--- src/rtl/blink_pkg.sv ---
// Shared types for the blink timing generator.
package blink_pkg;
    // Duty code as held in the shadow register.
    typedef enum logic [1:0] {
        DUTY_OFF = 2'b00,
        DUTY_25  = 2'b01,
        DUTY_50  = 2'b10,
        DUTY_75  = 2'b11
    } duty_e;
endpackage

--- src/rtl/blink_edge_det.sv ---
// Rising-edge detector for vertical sync.
// Assumes vsync is already synchronous to clk. It produces a one-cycle
// tick for each 0-to-1 transition.
module blink_edge_det (
    input  logic clk,
    input  logic rst_n,
    input  logic vsync,
    output logic field_tick
);
    logic vs_q;

    // Remember the previous vsync level.
    always_ff @(posedge clk) begin
        if (!rst_n) vs_q <= 1'b0;
        else        vs_q <= vsync;
    end

    assign field_tick = vsync & ~vs_q;

    // a tick never lasts two cycles
    p_tick_single_r2: assert property (@(posedge clk) disable iff (!rst_n)
        field_tick |=> !field_tick);
endmodule

--- src/rtl/blink_field_ctr.sv ---
// Wrapping field counter.
// It advances once per field tick and is never reset by a
// configuration change.
module blink_field_ctr #(
    parameter int CNT_W = 6
) (
    input  logic             clk,
    input  logic             rst_n,
    input  logic             field_tick,
    output logic [CNT_W-1:0] cnt
);
    localparam logic [CNT_W-1:0] TOP = {CNT_W{1'b1}};

    // Count fields modulo 2**CNT_W.
    always_ff @(posedge clk) begin
        if (!rst_n)          cnt <= '0;
        else if (field_tick) cnt <= cnt + 1'b1;
    end

    // clear empties the counter
    p_clear_zero_r1: assert property (@(posedge clk)
        !rst_n |=> (cnt == '0));
    // one step per tick
    p_step_r2: assert property (@(posedge clk) disable iff (!rst_n)
        (field_tick && cnt != TOP) |=> (cnt == $past(cnt) + 1'b1));
    // wrap from the top value
    p_wrap_r2: assert property (@(posedge clk) disable iff (!rst_n)
        (field_tick && cnt == TOP) |=> (cnt == '0));
    // no movement between ticks
    p_hold_r2: assert property (@(posedge clk) disable iff (!rst_n)
        !field_tick |=> $stable(cnt));
endmodule

--- src/rtl/blink_cfg_shadow.sv ---
// Shadow copy of the period and duty settings.
// It captures new values only at a field tick, so a change takes
// effect from the next field.
module blink_cfg_shadow
    import blink_pkg::*;
(
    input  logic       clk,
    input  logic       rst_n,
    input  logic       field_tick,
    input  logic       half_in,
    input  logic [1:0] duty_in,
    output logic       half_q,
    output duty_e      duty_q
);
    // Load the settings on each field boundary.
    always_ff @(posedge clk) begin
        if (!rst_n) begin
            half_q <= 1'b0;
            duty_q <= DUTY_OFF;
        end else if (field_tick) begin
            half_q <= half_in;
            duty_q <= duty_e'(duty_in);
        end
    end

    // clear zeroes the settings
    p_clear_cfg_r1: assert property (@(posedge clk)
        !rst_n |=> (duty_q == DUTY_OFF && !half_q));
    // settings move only on a tick
    p_cfg_hold_r7: assert property (@(posedge clk) disable iff (!rst_n)
        !field_tick |=> ($stable(duty_q) && $stable(half_q)));
endmodule

--- src/rtl/blink_phase_cmp.sv ---
// Blink phase comparator.
// It selects the counter bits for the active period and compares the
// position with duty * period / 4. Code 00 forces the on phase.
// Assumes CNT_W >= 3.
module blink_phase_cmp
    import blink_pkg::*;
#(
    parameter int CNT_W = 6
) (
    input  logic [CNT_W-1:0] cnt,
    input  logic             half_q,
    input  duty_e            duty_q,
    output logic             on_phase
);
    localparam int PW = CNT_W + 1;
    localparam logic [PW-1:0] Q_LONG  = PW'(1 << (CNT_W - 2));
    localparam logic [PW-1:0] Q_SHORT = PW'(1 << (CNT_W - 3));

    logic [PW-1:0] quarter, thr, pos;

    // Build the threshold and the position for the active period.
    always_comb begin
        quarter  = half_q ? Q_SHORT : Q_LONG;
        thr      = quarter * {{(PW-2){1'b0}}, duty_q};
        pos      = half_q ? {2'b00, cnt[CNT_W-2:0]} : {1'b0, cnt};
        on_phase = (duty_q == DUTY_OFF) || (pos < thr);
    end
endmodule

--- src/rtl/blink_timing_gen.sv ---
// Top of the character blink timing generator.
// It joins edge detection, the field counter, the settings shadow and
// the phase comparator. Then it gates the phase with the per-cell
// attribute and the cursor enable, combinationally.
module blink_timing_gen
    import blink_pkg::*;
#(
    parameter int CNT_W = 6
) (
    input  logic       clk,
    input  logic       rst_n,
    input  logic       vsync,
    input  logic       half_period,
    input  logic [1:0] duty,
    input  logic       cell_blink,
    input  logic       cursor_blink_en,
    output logic       char_visible,
    output logic       cursor_visible
);
    localparam logic [CNT_W-1:0] Q_LONG = CNT_W'(1 << (CNT_W - 2));

    logic             field_tick;
    logic [CNT_W-1:0] cnt;
    logic             half_q;
    duty_e            duty_q;
    logic             on_phase;

    blink_edge_det u_edge (
        .clk        (clk),
        .rst_n      (rst_n),
        .vsync      (vsync),
        .field_tick (field_tick)
    );

    blink_field_ctr #(.CNT_W(CNT_W)) u_ctr (
        .clk        (clk),
        .rst_n      (rst_n),
        .field_tick (field_tick),
        .cnt        (cnt)
    );

    blink_cfg_shadow u_cfg (
        .clk        (clk),
        .rst_n      (rst_n),
        .field_tick (field_tick),
        .half_in    (half_period),
        .duty_in    (duty),
        .half_q     (half_q),
        .duty_q     (duty_q)
    );

    blink_phase_cmp #(.CNT_W(CNT_W)) u_cmp (
        .cnt        (cnt),
        .half_q     (half_q),
        .duty_q     (duty_q),
        .on_phase   (on_phase)
    );

    // Gate the phase by the cell attribute and the cursor enable.
    always_comb begin
        char_visible   = !cell_blink      || on_phase;
        cursor_visible = !cursor_blink_en || on_phase;
    end

    // visible while clear is applied
    p_clear_visible_r1: assert property (@(posedge clk)
        !rst_n |=> (char_visible && cursor_visible));
    // code 00 never hides anything
    p_off_visible_r4: assert property (@(posedge clk) disable iff (!rst_n)
        (duty_q == DUTY_OFF) |-> (char_visible && cursor_visible));
    // a quarter duty on the long period hides past the first quarter
    p_quarter_dark_r4: assert property (@(posedge clk) disable iff (!rst_n)
        (duty_q == DUTY_25 && !half_q && cnt >= Q_LONG)
            |-> (char_visible == !cell_blink));
    // plain cells always shown
    p_plain_cell_r5: assert property (@(posedge clk) disable iff (!rst_n)
        !cell_blink |-> char_visible);
    // steady cursor always shown
    p_steady_cursor_r6: assert property (@(posedge clk) disable iff (!rst_n)
        !cursor_blink_en |-> cursor_visible);
endmodule

--- config.mk ---
export PLATFORM = sky130hd
export DESIGN_NAME = blink_timing_gen
export DESIGN_NICKNAME = d
export VERILOG_FILES = /design/src/rtl/blink_pkg.sv /design/src/rtl/blink_edge_det.sv /design/src/rtl/blink_field_ctr.sv /design/src/rtl/blink_cfg_shadow.sv /design/src/rtl/blink_phase_cmp.sv /design/src/rtl/blink_timing_gen.sv
export SDC_FILE = /design/constraint.sdc
export NUM_CORES = 1
export LEC_CHECK = 0
export BUFFER_PORTS_ARGS = -buffer_cell sky130_fd_sc_hd__clkbuf_2
export CORE_AREA = 5 5 42 44
export CTS_CLUSTER_DIAMETER = 200
export DETAILED_ROUTE_END_ITERATION = 7
export DIE_AREA = 0 0 47 49
export GPL_ROUTABILITY_DRIVEN = 0
export PLACE_DENSITY_LB_ADDON = 0.1
export SLEW_MARGIN = 25
export SYNTH_ARGS = -nofsm -noshare
export SYNTH_HDL_FRONTEND = slang
export SYNTH_SLANG_ARGS = --single-unit
--- constraint.sdc ---
create_clock -name clk -period 1.7 [get_ports clk]
set_input_delay 0.085 -clock clk [delete_from_list [all_inputs] [get_ports clk]]
set_output_delay 0.085 -clock clk [all_outputs]
set_load 0.05 [all_outputs]
* Word-level counts from Yosys, hierarchy flattened
Cells that the tools add are included.
** Operators by class
- Add/sub/neg operators :: 1
- Multiply operators :: 1
- Magnitude comparators :: 1
- Multiplexer cells :: 2
- Bitwise logic cells :: 2
- Reduce and logical (&&, ||, !) cells :: 6
** Operators by type and width (count)
- less-than comparator 7 bit :: 1
- multiplier 7 x 2 -> 7 bit :: 1
- adder 6 x 1 -> 6 bit, second input constant :: 1
- two-way mux 6 bit :: 1
- two-way mux 5 bit :: 1
- logical OR 1 bit :: 3
- zero test 1 bit :: 2
- zero test 2 bit :: 1
- bitwise AND 1 bit :: 1
- NOT 1 bit :: 1
** Word-level totals
- Bits in registers :: 10
- Input port bits :: 8
- Output and inout port bits :: 2
- Word-level logic and storage cells :: 17

* Longest topological paths before layout
Gate-level depths: netlist of the first run.
- Depth in word-level cells :: 5
- Gate-level depth with buffers :: 7
- Depth with buffers taken out :: 7

* Cells and area by module
A second synthesis of the first run with hierarchy kept.
** Unflattened totals
- Cell total of the unflattened synthesis :: 52
- Area total of the unflattened synthesis :: 525.5 um^2
** By module, submodules not included
- blink_field_ctr :: times used 1, cells an instance 24, area each 254.0 um^2
- blink_phase_cmp :: times used 1, cells an instance 14, area each 110.1 um^2
- blink_cfg_shadow :: times used 1, cells an instance 9, area each 108.9 um^2
- blink_edge_det :: times used 1, cells an instance 3, area each 40.0 um^2
- blink_timing_gen :: times used 1, cells an instance 2, area each 12.5 um^2

* Least setup slack after synthesis of the first run
OpenSTA, ideal clock, no wires.
- Path kind :: flip-flop to output port
- Start point :: register u_cfg.half_q
- End point :: output port char_visible
- Arrival :: 1.525 ns
- Data required time :: 1.615 ns
- Slack :: 0.090 ns
- Stages on the path, launching flop included :: 8
- Buffers on the path :: 0
- Path through :: dfxtp_1 nor2b_1 ha_1 inv_1 ha_1 nor2_1 a21oi_1 nand3_1
** On the way
- Longest elaborated chain between the ends :: 5
- Elaborated cells on any way between the ends :: 6
- Classes of those cells :: mul (1); order compare (1); mux (2); reduce/logical (2)
** RTL lines
- start, declared :: RTL line blink_cfg_shadow.sv:12 : output logic half_q,
- start signal, assigned :: RTL line blink_cfg_shadow.sv:21 : half_q <= half_in;
- two-way mux 5 bit :: RTL line blink_phase_cmp.sv:23 : quarter = half_q ? Q_SHORT : Q_LONG;
- multiplier 7 x 2 -> 7 bit :: RTL line blink_phase_cmp.sv:24 : thr = quarter * {{(PW-2){1'b0}}, duty_q};
- less-than comparator 7 bit (*) :: RTL line blink_phase_cmp.sv:26 : on_phase = (duty_q == DUTY_OFF) || (pos < thr);
- logical OR 1 bit (*) :: RTL line blink_phase_cmp.sv:26
- logical OR 1 bit (*) :: RTL line blink_timing_gen.sv:61 : char_visible = !cell_blink || on_phase;
- end, declared :: RTL line blink_timing_gen.sv:17 : output logic char_visible,
Every way passes the cells marked *; elsewhere a longest branch is shown, timed or not.

* Final worst setup path of the first run
Same ends and word-level chain as after synthesis.

==> run metrics, run 1 <==
outcome finished, violations left; failing checks negative setup slack; post-synth net total 72; Initial Utilization 0.4000; Die X 47 µm; vias per cell 4.966; num ports 10; Leak around 0.34 nW; Tot GR Track Use 0.09399; pre-CTS WS 0.05200 ns; reg2reg path depth 4; CTS Root Cell clkbuf_4; FF-to-FF Start u_ctr.cnt[0]; Net Sw Power 0.0001406 W; Power Density 743.1 mW/mm²; Clk pwr share 0.374; hold path endpoint u_edge.vs_q; combinational share of power 0.174; worst hold path type input pin to flip-flop; dominant cell type by area after synthesis dfxtp_1; period utilisation layout 1.006; sequential share of the synthesized area 0.3571; commonest cells in the synthesized netlist 10 x dfxtp_1, 8 x mux2i_1, 6 x nor2b_1, 5 x ha_1; internal power 0.0004257 W; Startpoint Class flip-flop; clk_skew 0.0009630 ns; largest cells by area after synthesis dfxtp_1 36%, mux2i_1 14%, ha_1 11%; Critical-path top delay cell dfxtp_4; core box area 0.001401 mm²; Clock Tree Buf Depth 2; largest fanout on the critical path 4; Clock Sink Count 10; routed wire length per instance 11.26 µm; vias in the first global route 393; Final setup viols 2; async set-reset flop share out of synthesis 0; Switching Share 0.2482; number of synthesized flops with an enable pin 0; Overall Power around 0.00057 W; Synth-to-Final Area Change 35.94%; Netlist cell types 23; synthesized cell area roughly 560 µm²; cell with the most instances after synthesis dfxtp_1; Synth top area share 0.3571; DR vias around 440; CP most frequent cell ha_4; Top FF cell, synth dfxtp_1; CTS tree done; initial antenna violation count 0; Hold Vio Cnt, Final 0; RSZ-0062 raised after global routing true; reg2reg end u_ctr.cnt[2]; total CTS buffers 3; worst vdd ir 0.0005372 V; global-route wire length before repair approximately 1600 µm; crit end category primary output; Routed Antenna Nets 0; # DRC 0; MaxCap Viol Count 0; cell count after synthesis 59; Yosys reg bits 10; H-tree depth 1; iteration count of the initial detailed-routing pass 4; hold_ws 0.07298 ns; CTS hold repair buffers 0; clock slew at reported path FFs 0.07 ns; diodes inserted 0; layout cells sized above 1 0.4167; total wire length 991 µm; worst skew pair latency about 0.26 ns; drt first-iter violations 4; yosys warns 0; placed inst area roughly 620 µm²; Worst EP arrival 1.63 ns; Worst Path Required 1.62 ns; IO Port Bufs 9; die area 0.002303 mm²; pin count of the biggest net entering global routing 14; Critical Path, Cell by Cell nor2b_4 > ha_4 > inv_2 > ha_4 > nor2_4 > a21oi_4 > nand3_2 > buf_8; Final Cell Area 762.0 µm²; num rows 14; Hold Crit Start vsync; Avg Inst Size Synth between 9 and 10 µm²; final std cells w/o fill 88; GRT Residual Overflow 0; fin crit period 1.711 ns; r2r setup slk between 0.6 and 0.7 ns; Final Max Tran Viols 0; fin worst setup slack -0.01051 ns; dpl cells 83; Sequential Power Share 0.451; Setup CP Type flip-flop to primary output; Die H 49 µm; Worst path max stage delay 0.37 ns; Worst Hold Depth 2; nets 86; Max Clk Rate approximately 0.58 GHz
==> cells in the final DEF (no fill, tap or decap), types with 3 or more instances in the layout <==
cell type | synthesis | routed
ha_1 | 5 | 3
nor2b_1 | 6 | 5
clkbuf_2 | 1 | 7
nand2_1 | 4 | 4
mux2i_1 | 8 | 8
dfxtp_1 | 10 | 8
clkbuf_4 | 0 | 3
==> power by group through the flow <==
stage | registers, W | clock network [W] | logic, W
global route | 0.000257 | 0.000234 | 0.000108
global placement | 0.000261 | 0 | 0.0000683
detailed placement | 0.000261 | 0 | 0.0000709
finish | 0.000256 | 0.000212 | 0.0000987
CTS | 0.000256 | 0.000219 | 0.0000760
floorplan | 0.000258 | 0 | 0.0000540
==> registers in the layout (all words and copies together), names as in the netlist <==
signal and count:
u_ctr.cnt 6, u_cfg.duty_q 2, u_cfg.half_q 1, u_edge.vs_q 1
==> layer usage <==
metal | vias to the layer above | routed length [µm] | GRT usage
met5 | - | 0 | 0
met4 | 0 | 22 | 0.05530
met3 | 4 | 37 | 0.03321
met2 | 8 | 487 | 0.1357
met1 | 196 | 444 | 0.1156
li1 | 229 | - | -
==> repair_timing <==
item | 4_1_cts | 5_1_grt
hold endpoints to repair | 0 | 0
gates cloned | 0 | 0
buffers inserted | 0 | 1
gates resized for setup | 7 | 19
pin swaps | 5 | 5
endpoints found under the setup margin | 2 | 2
==> kinds of logic after synthesis <==
| kind of cell | synth area share |
|---|---|
| XOR/XNOR | 0.03126 |
| AND/OR/NAND/NOR | 0.2969 |
| AO/OA/AOI/OAI | 0.01784 |
| buffers and inverters | 0.03570 |
| flip-flops | 0.3571 |
| other | 0.006690 |
| multiplexers | 0.1429 |
| adder cells (fa/ha/maj) | 0.1116 |
==> how the worst max path moves through the flow <==
stage	endpoint	startpoint	cells after the start	slack, ns
final	char_visible	u_cfg.half_q	8	-0.01
after detailed placement	char_visible	u_cfg.half_q	8	0.05
after floorplan	char_visible	u_cfg.half_q	7	0.09
after global placement	cursor_visible	u_cfg.half_q	8	0.10
after global routing	cursor_visible	u_cfg.half_q	8	-0.09
after CTS	char_visible	u_cfg.duty_q[1]	8	-0.12
==> per-stage QoR <==
stage	TNS, ns	util
3_3_place_gp	0	0.4402
2_1_floorplan	0	-
4_1_cts	-0.2304	0.4830
5_1_grt	-0.1814	0.5438
3_5_place_dp	0	0.4402
6_report	-0.02014	0.5438
==> final cells by class <==
type | count | area [µm²]
Sequential cell | 10 | 205.2
Inverter | 1 | 3.754
Multi-Input combinational cell | 46 | 412.9
Fill cell | 140 | 639.4
Tap cell | 16 | 20.02
Timing Repair Buffer | 11 | 83.83
Clock buffer | 4 | 36.28
==> critical path: cells and delay by family, from the launching register on <==
family	cells	cell delay, ns
DFF	1	0.37
AOI/OAI and AO/OA	1	0.13
and+or+nand+nor	3	0.27
buffers and inverters	2	0.20
adders and majority gates	2	0.39
Note: power is estimated with default switching activity, not from simulation.
==> run 2: changes to the inputs <==
SYNTH_HIERARCHICAL = 1   (was unset)
clock period = 1.4 ns   (was 1.7 ns; I/O delays follow)
==> run metrics, run 2 <==
outcome finished, violations left (unchanged); failing checks negative setup slack (unchanged); Power Density 889.6 mW/mm² (was 743.1 mW/mm²); r2r setup slk 0.25 ns (was 0.62 ns); Final Max Tran Viols 0 (unchanged); GRT Residual Overflow 0 (unchanged); pin count of the biggest net entering global routing 11 (was 14); Worst Path Required 1.33 ns (was 1.62 ns); largest fanout on the critical path 2 (was 4); total CTS buffers 3 (unchanged); H-tree depth 1 (unchanged); Clk pwr share 0.379 (was 0.374); initial antenna violation count 0 (unchanged); Yosys reg bits 10 (unchanged); Sequential Power Share 0.457 (was 0.451); Max Clk Rate roughly 0.54 GHz; num rows 14 (unchanged); period utilisation layout 1.319; CTS hold repair buffers 0 (unchanged); iteration count of the initial detailed-routing pass 5 (was 4); sequential share of the synthesized area 0.3810 (was 0.3571); IO Port Bufs 9 (unchanged); Leak 0.3633 nW (was 0.3384 nW); synthesized cell area 525.5 µm² (was 560.5 µm²); clock slew at reported path FFs 0.07 ns (about the same); most frequent cells in the layout 8 x dfxtp_1, 7 x clkbuf_2, 7 x buf_4 (was 8 x mux2i_1, 8 x dfxtp_1, 7 x clkbuf_2, 5 x nor2b_1, 4 x nand2_1); Net Sw Power 0.0001605 W (was 0.0001406 W); final std cells w/o fill 88 (unchanged); most flop-heavy register u_ctr/cnt (was u_ctr.cnt); internal power 0.0005185 W (was 0.0004257 W); MaxCap Viol Count 0 (unchanged); number of synthesized flops with an enable pin 0 (unchanged); largest cells by area after synthesis dfxtp_1 38%, ha_1 12%, mux2i_1 9.5% (was dfxtp_1 36%, mux2i_1 14%, ha_1 11%); core box area 0.001401 mm² (unchanged); combinational share of power 0.164 (was 0.174); Clock Sink Count 10 (unchanged); nets 86 (unchanged); num ports 10 (unchanged); async set-reset flop share out of synthesis 0 (unchanged); Die X 47 µm (unchanged); worst hold path type input pin to flip-flop (unchanged); Overall Power 0.0006789 W (was 0.0005662 W); Netlist cell types 22 (was 23); worst skew pair latency 0.27 ns (was 0.26 ns); total wire length 993 µm (was 991 µm); Worst EP arrival 1.78 ns (was 1.63 ns); commonest cells in the synthesized netlist 10 x dfxtp_1, 5 x and2_1, 5 x ha_1, 5 x mux2i_1, 5 x nor2b_1 (was 10 x dfxtp_1, 8 x mux2i_1, 6 x nor2b_1, 5 x ha_1); yosys warns 6 (was 0); vias per cell 4.727 (was 4.966); Final TNS setup -0.8641 ns (was -0.02014 ns); Routed Antenna Nets 0 (unchanged); postcts setup bufs 0 (unchanged); hold_ws 0.01628 ns (was 0.07298 ns); diodes inserted 0 (unchanged); Avg Inst Size Synth 10.11 µm² (was 9.501 µm²); worst vdd ir 0.0007474 V (was 0.0005372 V); cell with the most instances after synthesis dfxtp_1 (unchanged); Startpoint Class flip-flop (unchanged); global-route wire length before repair 1649 µm (was 1580 µm); DR vias 416 (was 437); RSZ-0062 raised after global routing true (unchanged); Initial Utilization 0.3750 (was 0.4000); dpl cells 84 (was 83); crit end category primary output (unchanged); CTS tree done (unchanged); Clock Tree Buf Depth 2 (unchanged); Final setup viols 2 (unchanged); fin crit period 1.846 ns; # DRC 0 (unchanged); clk_skew 0.008522 ns (was 0.0009630 ns); Util after Layout 0.5446 (was 0.5438); post-synth net total 65 (was 72); Synth-to-Final Area Change 45.24% (was 35.94%); Switching Share 0.2363 (was 0.2482); routed wire length per instance 11.28 µm (was 11.26 µm); most common library cell in the layout ignoring fill and taps dfxtp_1; cell count after synthesis 52 (was 59); Top FF cell, synth dfxtp_1 (unchanged); dominant cell type by area after synthesis dfxtp_1 (unchanged); CTS Root Cell clkbuf_4 (unchanged); Detail Placement HPWL ~730 µm; fin worst setup slack -0.4461 ns (was -0.01051 ns); Setup CP Type flip-flop to primary output (unchanged); Die H 49 µm (unchanged); drt first-iter violations 5 (was 4); number of flip-flops under the largest register name 6 (unchanged); Synth top area share 0.3810 (was 0.3571); vias in the first global route 413 (was 393); Tot GR Track Use 0.1003 (was 0.09399); Regs by FF count u_ctr/cnt x6, u_cfg/duty_q x2 (was u_ctr.cnt x6, u_cfg.duty_q x2); layout cells sized above 1 0.4306 (was 0.4167); Hold Vio Cnt, Final 0 (unchanged); die area 0.002303 mm² (unchanged)
run 2: cell types whose count changed in the layout (fill, tap and decap cells not counted), sizes merged, moves of 2 or more:
cell,delta
buf,+4
nor2,-3
nand3,-3
mux2i,-3
xnor2,+2
and2,+2
run 2: power groups by stage:
| stage | logic [W] | registers, W | clock network, W |
|---|---|---|---|
| global route | 0.000123 | 0.000312 | 0.000285 |
| floorplan | 0.0000593 | 0.000315 | 0 |
| finish | 0.000112 | 0.000310 | 0.000257 |
| CTS | 0.000110 | 0.000311 | 0.000263 |
| global placement | 0.0000921 | 0.000316 | 0 |
| detailed placement | 0.0000928 | 0.000317 | 0 |
run 2: path summary, 6_finish.rpt:
path,to,from,depth (start not counted)
worst max register to register,u_ctr/cnt[5],u_edge/vs_q,4
worst min register to register,u_ctr/cnt[1],u_ctr/cnt[1],2
worst max-delay path,char_visible,u_cfg/duty_q[1],8
worst min-delay path,u_edge/vs_q,vsync,2
run 2: layer usage:
metal / wire length [µm] / track usage / vias up
li1: - / - / 215
met1: 435 / 0.1131 / 189
met2: 472 / 0.1516 / 12
met3: 85 / 0.07011 / 0
met4: 0 / 0.02304 / 0
met5: 0 / 0 / -
run 2: logic make-up (layout without fill, tap and decap cells):
group           Yosys count  count (layout)  share of synthesized area
simple gates             21              21                     0.2619
flops                    10              10                     0.3809
fa+ha+maj                 5               5                     0.1190
compound gates            5               5                    0.06190
mux                       5               5                    0.09524
xor+xnor                  4               4                    0.06668
other cells               1               1                   0.007136
buf+inv                   1              21                   0.007136
run 2: timing repair:
| action | in CTS | in global routing |
|---|---|---|
| gates resized for setup | 10 | 1 |
| pin swaps | 3 | 1 |
| setup endpoints to repair | 2 | 2 |
run 2: final cells by class:
cell class | instances | area (µm²)
fillers | 125 | 638.1
multi-input cells | 41 | 372.9
flip-flops and latches | 10 | 202.7
repair buffers | 16 | 127.6
clock buffers | 4 | 36.28
well taps | 16 | 20.02
inverters | 1 | 3.754
run 2: worst max-delay path: stages, from the launching register on:
cell       delay, ns
dfxtp_2         0.33
nor2b_4         0.15
ha_4            0.13
inv_2           0.04
ha_4            0.25
o22ai_2         0.05
a211o_1         0.24
nand2b_4        0.15
clkbuf_16       0.17
run 2: through the flow:
stage          worst slack, ns  cell area (µm²)
3_5_place_dp           -0.2624            665.6
4_1_cts                -0.4698            762.0
5_1_grt                -0.5416            763.2
3_3_place_gp           -0.2394            665.6
2_1_floorplan          -0.1356            548.0
6_report               -0.4461            763.2
==> run 3: changes to the inputs <==
GPL_TIMING_DRIVEN = 0   (was unset)
==> run metrics, run 3 (synthesized netlist as in run 2, its figures left out) <==
total CTS buffers 3 (unchanged); Initial Utilization 0.3750 (unchanged); die area 0.002303 mm² (unchanged); highest routed layer met3 (unchanged); iteration count of the initial detailed-routing pass 2 (was 5); reg2reg path depth 4 (unchanged); Hold Vio Cnt, Final 0 (unchanged); num ports 10 (unchanged); hold_ws 0.03254 ns (was 0.01628 ns); WL met1 396 µm (was 435 µm); Regs by FF count u_ctr/cnt x6, u_cfg/duty_q x2 (unchanged); WL met2 388 µm (was 472 µm); Clock Tree Buf Depth 2 (unchanged); CTS tree done (unchanged); failing checks negative setup slack (unchanged); # fillers 135 (was 125); MaxCap Viol Count 0 (unchanged); core box area 0.001401 mm² (unchanged); Startpoint Class flip-flop (unchanged); CTS hold repair buffers 0 (unchanged); worst vdd ir 0.0007372 V (was 0.0007474 V); nets 82 (was 86); fin worst setup slack -0.4539 ns (was -0.4461 ns); most common library cell in the layout ignoring fill and taps dfxtp_1 (unchanged); num rows 14 (unchanged); fin crit period 1.854 ns (was 1.846 ns); Worst Hold Depth 2 (unchanged); initial antenna violation count 0 (unchanged); crit end category primary output (unchanged); Final Max Tran Viols 0 (unchanged); Routed Antenna Nets 0 (unchanged); routed wire length per instance 10.53 µm (was 11.28 µm); Overall Power 0.0005965 W (was 0.0006789 W); number of flip-flops under the largest register name 6 (unchanged); Die X 47 µm (unchanged); Clock Sink Count 10 (unchanged); dpl cells 77 (was 84); # DRC 0 (unchanged); met3 WL 89 µm (was 85 µm); diodes inserted 0 (unchanged); Power Density 845.3 mW/mm² (was 889.6 mW/mm²); drt first-iter violations 2 (was 5); Final setup viols 2 (unchanged); clk_skew 0.003092 ns (was 0.008522 ns); largest fanout on the critical path 4 (was 2); outcome finished, violations left (unchanged); vias in the first global route 359 (was 413); IO Port Bufs 9 (unchanged); Tot GR Track Use 0.08905 (was 0.1003); RSZ-0062 raised after global routing true (unchanged); H-tree depth 1 (unchanged); Worst Path Required 1.33 ns (about the same); Worst EP arrival 1.78 ns (about the same); Detail Placement HPWL 624.7 µm (was 732.1 µm); worst hold path type input pin to flip-flop (unchanged); most flop-heavy register u_ctr/cnt (unchanged); most frequent cells in the layout 8 x dfxtp_1, 7 x clkbuf_2, 5 x mux2i_1, 5 x nor2b_1, 5 x and2_1 (was 8 x dfxtp_1, 7 x clkbuf_2, 7 x buf_4); GRT Residual Overflow 0 (unchanged); layout cells sized above 1 0.3582 (was 0.4306); global-route wire length before repair 1518 µm (was 1649 µm); final std cells w/o fill 83 (was 88); pin count of the biggest net entering global routing 11 (unchanged); DR vias 394 (was 416); clock slew at reported path FFs 0.06 ns (was 0.07 ns); worst skew pair latency 0.26 ns (was 0.27 ns); CTS Root Cell clkbuf_4 (unchanged); Die H 49 µm (unchanged); Leak 0.3294 nW (was 0.3633 nW); Max Clk Rate 0.5394 GHz (was 0.5417 GHz); Synth-to-Final Area Change 34.29% (was 45.24%); Setup CP Type flip-flop to primary output (unchanged); total wire length 874 µm (was 993 µm); vias per cell 4.747 (was 4.727); period utilisation layout 1.324 (was 1.319)
-- run 3: metrics by stage --
stage | area (µm²) | setup slack, ns | TNS [ns] | util
2_1_floorplan | 548.0 | -0.1356 | -0.2713 | -
3_3_place_gp | 613.1 | -0.2727 | -0.5444 | 0.4375
6_report | 705.7 | -0.4539 | -0.9040 | 0.5036
4_1_cts | 701.9 | -0.4798 | -0.9563 | 0.5009
5_1_grt | 705.7 | -0.5441 | -1.087 | 0.5036
3_5_place_dp | 613.1 | -0.2798 | -0.5587 | 0.4375
-- run 3: final timing paths --
| kind | startpoint | to | slack (ns) |
|---|---|---|---|
| min | vsync | u_edge/vs_q | 0.03 |
| max | u_cfg/half_q | char_visible | -0.45 |
| max reg2reg | u_edge/vs_q | u_ctr/cnt[5] | 0.10 |
| min reg2reg | u_ctr/cnt[5] | u_ctr/cnt[5] | 0.48 |
-- run 3: area by class of cell --
type	count	area, µm²	share of cell area
clock buffers	3	22.52	0.03191
inverters	1	3.754	0.005319
multi-input cells	41	354.1	0.5018
flip-flops and latches	10	205.2	0.2908
well taps	16	20.02	0.02837
repair buffers	12	100.1	0.1418
-- run 3: per-layer routing --
metal,vias up,global-route usage
met1,174,0.1111
met3,0,0.05535
li1,208,-
met4,0,0
met5,-,0
met2,12,0.1380
-- run 3: critical path: stages (launching register included) --
cell and delay [ns]:
dfxtp_4 0.36, buf_6 0.11, mux2i_1 0.11, ha_1 0.27, o21ai_1 0.06, a211o_1 0.31, nand2b_4 0.15, clkbuf_16 0.16
-- run 3: where the power goes --
group	internal, W	switching [W]	total [W]
Combinational	0.0000574	0.0000444	0.000102
Clock	0.0000987	0.0000861	0.000185
Sequential	0.000297	0.0000129	0.000310
Total	0.000453	0.000144	0.000596
-- run 3: timing repair --
item                       4_1_cts  5_1_grt
pin swaps                        3        2
resized for setup                9        1
cloned                           0        0
buffers inserted                 3        0
setup endpoints to repair        2        2
